File: config.mk
export PLATFORM = sky130hd
export DESIGN_NAME = wprot_reg
export DESIGN_NICKNAME = d
export VERILOG_FILES = /design/src/rtl/wprot_reg.sv
export SDC_FILE = /design/constraint.sdc
export NUM_CORES = 1
export LEC_CHECK = 0
export CAP_MARGIN = 40
export CORE_MARGIN = 2
export CORE_UTILIZATION = 25
export DETAILED_ROUTE_END_ITERATION = 12
export DONT_BUFFER_PORTS = 1
export PLACE_DENSITY = 0.34
export SLEW_MARGIN = 10
export SYNTH_ARGS = -nofsm -noshare
export SYNTH_HDL_FRONTEND = slang
export SYNTH_SLANG_ARGS = --single-unit
File: constraint.sdc
create_clock -name clk -period 4.4 [get_ports clk]
set_clock_uncertainty 0.05 [all_clocks]
set_input_delay 0.88 -clock clk [delete_from_list [all_inputs] [get_ports clk]]
set_output_delay 0.88 -clock clk [all_outputs]
set_load 0.01 [all_outputs]
File: src/rtl/wprot_reg.sv
module wprot_reg #(
  parameter int AW     = 10,
  parameter int BLK_SH = 6,
  parameter int SZW    = 3
) (
  input  logic          clk,
  input  logic          rst_n,
  input  logic [7:0]    cfg_byte,
  input  logic          cfg_fault,
  input  logic          reg_sel,
  input  logic          reg_wr,
  input  logic [7:0]    reg_wdata,
  output logic [7:0]    reg_rdata,
  input  logic          chk_valid,
  input  logic [AW-1:0] chk_addr,
  output logic          chk_block
);
  localparam int DEPTH = 1 << AW;

  logic           en_q, dis_q;
  logic [2:0]     rsv_q;
  logic [SZW-1:0] size_q;
  logic           wr_go;

  assign wr_go = reg_sel & reg_wr;

  always_ff @(posedge clk) begin
    if (!rst_n) begin
      en_q   <= cfg_fault ? 1'b0 : cfg_byte[7];
      rsv_q  <= cfg_fault ? 3'b000 : cfg_byte[6:4];
      dis_q  <= cfg_fault ? 1'b0 : cfg_byte[3];
      size_q <= cfg_fault ? '0 : cfg_byte[SZW-1:0];
    end else if (wr_go) begin
      en_q  <= en_q & reg_wdata[7];
      dis_q <= dis_q & reg_wdata[3];
      if (dis_q) size_q <= reg_wdata[SZW-1:0];
    end
  end

  assign reg_rdata = {en_q, rsv_q, dis_q, size_q};

  logic [AW:0] span, base;
  logic        in_rng;

  assign span   = ((AW+1)'(size_q) + (AW+1)'(1)) << BLK_SH;
  assign base   = (AW+1)'(DEPTH) - span;
  assign in_rng = {1'b0, chk_addr} >= base;

  assign chk_block = chk_valid & (~en_q | (~dis_q & in_rng));
endmodule

Yosys cells after proc, flatten, opt, wreduce, memory -nomap -nowiden
Index checks and enable logic that the tools add are counted.

$add $sub $neg: 2. Magnitude comparators: 1. Equal/unequal tests: 2. Mux-type cells: 10. Bitwise operators: 8. Reduce and logical (&&, ||, !) cells: 1.

Operators with widths (number): $mux W3 (4); $ge A10 B11 Y1 (1); $sub A11 B10 Y11 const A (1); $mux W1 (6); $and A1 B1 Y1 (5); $add A3 B1 Y4 const B (1); $ne A2 B1 Y1 const B (2); $not A1 Y1 (2); $reduce_and A2 Y1 (1); $or A1 B1 Y1 (1).

Register bits: 8. Input port bits: 32. Logic and storage cells: 28.

Depth between registers and ports, before layout
Word-level depth: 6. Mapped depth: 7. Gate-level depth less buffers: 7.

Worst setup path before layout
OpenSTA, ideal clock, no wires.

Path kind: in2out. Start: in chk_addr[6]. End: out chk_block. Data arrival time: 1.852 ns. Slack: 1.618 ns. Stages on the path: 6. Path buffers: 0. Path through: inv_1 > ha_1 > nor4b_2 > a221o_1 > o2111ai_1 > a31oi_1.

Cells in the longest elaborated chain, start to end: 4.

Ends and longest elaborated chain: from (decl) (RTL line 15) `input logic [AW-1:0] chk_addr,`; $ge A10 B11 Y1 (RTL line 47) `assign in_rng = {1'b0, chk_addr} >= base;`; $and A1 B1 Y1 (RTL line 49) `assign chk_block = chk_valid & (~en_q | (~dis_q & in_rng));`; $or A1 B1 Y1 (RTL line 49); $and A1 B1 Y1 (RTL line 49); to (decl) (RTL line 16) `output logic chk_block`.

No other way between the ends.

Worst setup path in the final report
Start: reg size_q[0]. End: out chk_block.

Cells in the longest elaborated chain, start to end: 6.

Ends and longest elaborated chain: from (decl) (RTL line 22) `logic [SZW-1:0] size_q;`; from (signal assigned) (RTL line 32) `size_q <= cfg_fault ? '0 : cfg_byte[SZW-1:0];`; from (signal assigned) (RTL line 36) `if (dis_q) size_q <= reg_wdata[SZW-1:0];`; $add A3 B1 Y4 (RTL line 45) `assign span = ((AW+1)'(size_q) + (AW+1)'(1)) << BLK_SH;`; $sub A11 B10 Y11 (RTL line 46) `assign base = (AW+1)'(DEPTH) - span;`; $ge A10 B11 Y1 (RTL line 47); $and A1 B1 Y1 (RTL line 49); $or A1 B1 Y1 (RTL line 49); $and A1 B1 Y1 (RTL line 49).

No other way between the ends.

==> impl_results.md <==
* Status: finished, final reports clean
* Arrival time of the worst setup path at 2120 ps
* Initial antenna violation count at 0
* Ys Warns at 0
* Syn Std Cell Area at 554 um^2
* Setup WS post-layout at 1350 ps
* Max_slew headroom at 76.5%
* Largest net degree at the start of global routing at 10
* Endpoint class of the critical path: primary output
* CTS sink count at 8
* Standard-cell rows at 17
* Sequential element share of the synthesized area at 43.3%
* Die X at 51.1 um
* Layout net count at 88
* Post-Syn Instances at 50
* Routed WL per cell at 14.6 um
* Wirelength, routed at 1.13 mm
* Library cells used by synthesis at 22
* Setup Buffers After CTS at 0
* Die area at 2610 um^2
* Ys async rst share at 0%
* Share of layout cells above drive strength 1 at 10.2%
* Post-cts sizing count at 0
* Antenna diodes at 0
* CTS Hold Bufs at 0
* RSZ-0062 raised after global routing: false
* Placer Congestion at 0.670
* Worst VDD drop at 0.163 mV
* Root Driver: clkbuf_4
* Tot GR Track Use at 9.20%
* First-pass GRT wire length at 1.74 mm
* Avg Inst Size Synth at 11.1 um^2
* Core ar. at 2150 um^2
* Clock Latency Late Sink at 250 ps
* Die Ht at 51.1 um
* Worst-path clk slew at 50 ps
* Drt pass-1 iters at 2
* H-tree level count at 1
* CTS tree: built
* Post-DP HPWL at 981 um
* Remaining DRCs at 0
* Crit-path max FO at 5
* Starting DRT DRC Count at 5
* Hold crit path type: reg2reg
* Count of pins over their slew limit at 0
* Crit path launch type: flop
* Setup TNS Final at 0 ps
* Max-cap violations at 0
* Path type of the worst setup path: reg2out
* Initial Util at 25.8%
* Prevailing post-synth register cell: edfxtp_1
* Final Hold Viols at 0
* Synthesis-to-finish area growth at 6.09%
* Post-synth EDFFs at 8
* Antenna Violating Nets Remaining at 0
* CTS max path bufs at 2
* Syn nets at 87
* Vias per cell at 5.00
* I/O pin count at 41
* Total gr overflow at 0
* Actual slew at the worst max-slew pin at 351 ps
* CP Data Required Time at 3470 ps
* Number of global-route vias before repair at 377
* CTS Buf Count at 3
* Pre-CTS setup slack at 1520 ps
* Tcrit/Tclk final at 69.4%
* Util after Layout at 27.4%
* Yosys reg bits at 8
* Final Setup Violations at 0
* Leakage power at 0.220 nW
* IO Port Bufs at 0
* FMAX at 328 MHz
* Power Density at 321 nW/um^2
* Crit path time final at 3050 ps
* Via count at 385
path summary, 6_finish.rpt:
path                                            end  depth (start not counted)                 from  slack, ps
worst max-delay path                      chk_block                          6  size_q[0]$_DFFE_PP_       1350
worst min-delay path                 en_q$_DFFE_PP_                          1       en_q$_DFFE_PP_        690
worst min register to register       en_q$_DFFE_PP_                          1       en_q$_DFFE_PP_        690
worst max register to register  size_q[2]$_DFFE_PP_                          2      dis_q$_DFFE_PP_       3280
routing by layer:
layer  global-route usage, %  wire length [um]  vias up
li1                        -                 -      184
met1                    9.44               456      176
met2                    15.2               522       25
met3                    6.14               147        0
met4                    2.70                 0        0
met5                       0                 0        -
stage by stage:
stage	cells	hold WS, ps	instance area (um^2)	power [mW]
2_1_floorplan	50	547	554	0.133
3_3_place_gp	74	677	566	0.135
3_5_place_dp	74	704	566	0.137
4_1_cts	77	716	588	0.193
5_1_grt	77	724	588	0.201
6_report	77	689	588	0.189
flip-flops by register name, indices dropped and copies added, names as in the netlist:
signal	flops
rsv_q	3
dis_q	1
en_q	1
size_q	3
kinds of logic after synthesis:
group | share of synthesized area, %
simple gates | 15.8
compound gates | 19.4
buf+inv | 6.99
flops | 43.3
fa+ha+maj | 11.3
xor+xnor | 3.16
cell usage after synthesis, types with 2 or more instances:
cell      n  area (um^2)
a22o_1    3         26.3
a32o_1    2         20.0
buf_4     2         15.0
edfxtp_1  8          240
ha_1      5         62.6
inv_1     4         15.0
nand2_1   5         18.8
nand2b_1  2         12.5
nand3_1   2         10.0
nor2_1    2         7.51
nor2b_1   3         18.8
o21a_1    2         15.0
power breakdown:
group / internal (mW) / total (mW) / switching (mW)
Clock: 0.0311 / 0.0544 / 0.0233
Combinational: 0.0172 / 0.0325 / 0.0154
Sequential: 0.0919 / 0.102 / 0.0101
placed cells by master, fill, tap and decap left out, types with 2 or more instances in the layout:
master    count
nor2_1        2
a22o_1        3
edfxtp_1      8
nand3_1       2
clkbuf_4      3
nor2b_1       3
nand2b_1      2
inv_1         4
nand2_1       5
ha_1          5
a32o_1        2
o21a_1        2
area by class of cell:
type | count | area [um^2]
clock buffers | 3 | 22.5
fillers | 227 | 1560
inverters | 4 | 15.0
multi-input cells | 34 | 275
flip-flops and latches | 8 | 240
well taps | 28 | 35.0
worst max-delay path: stages, from the launching register on:
cell and delay [ps]:
edfxtp_1 510, ha_1 390, xor2_1 170, ha_1 280, o21a_1 110, o2111ai_1 100, a31oi_1 310
Power figures use the tool's default switching activity.
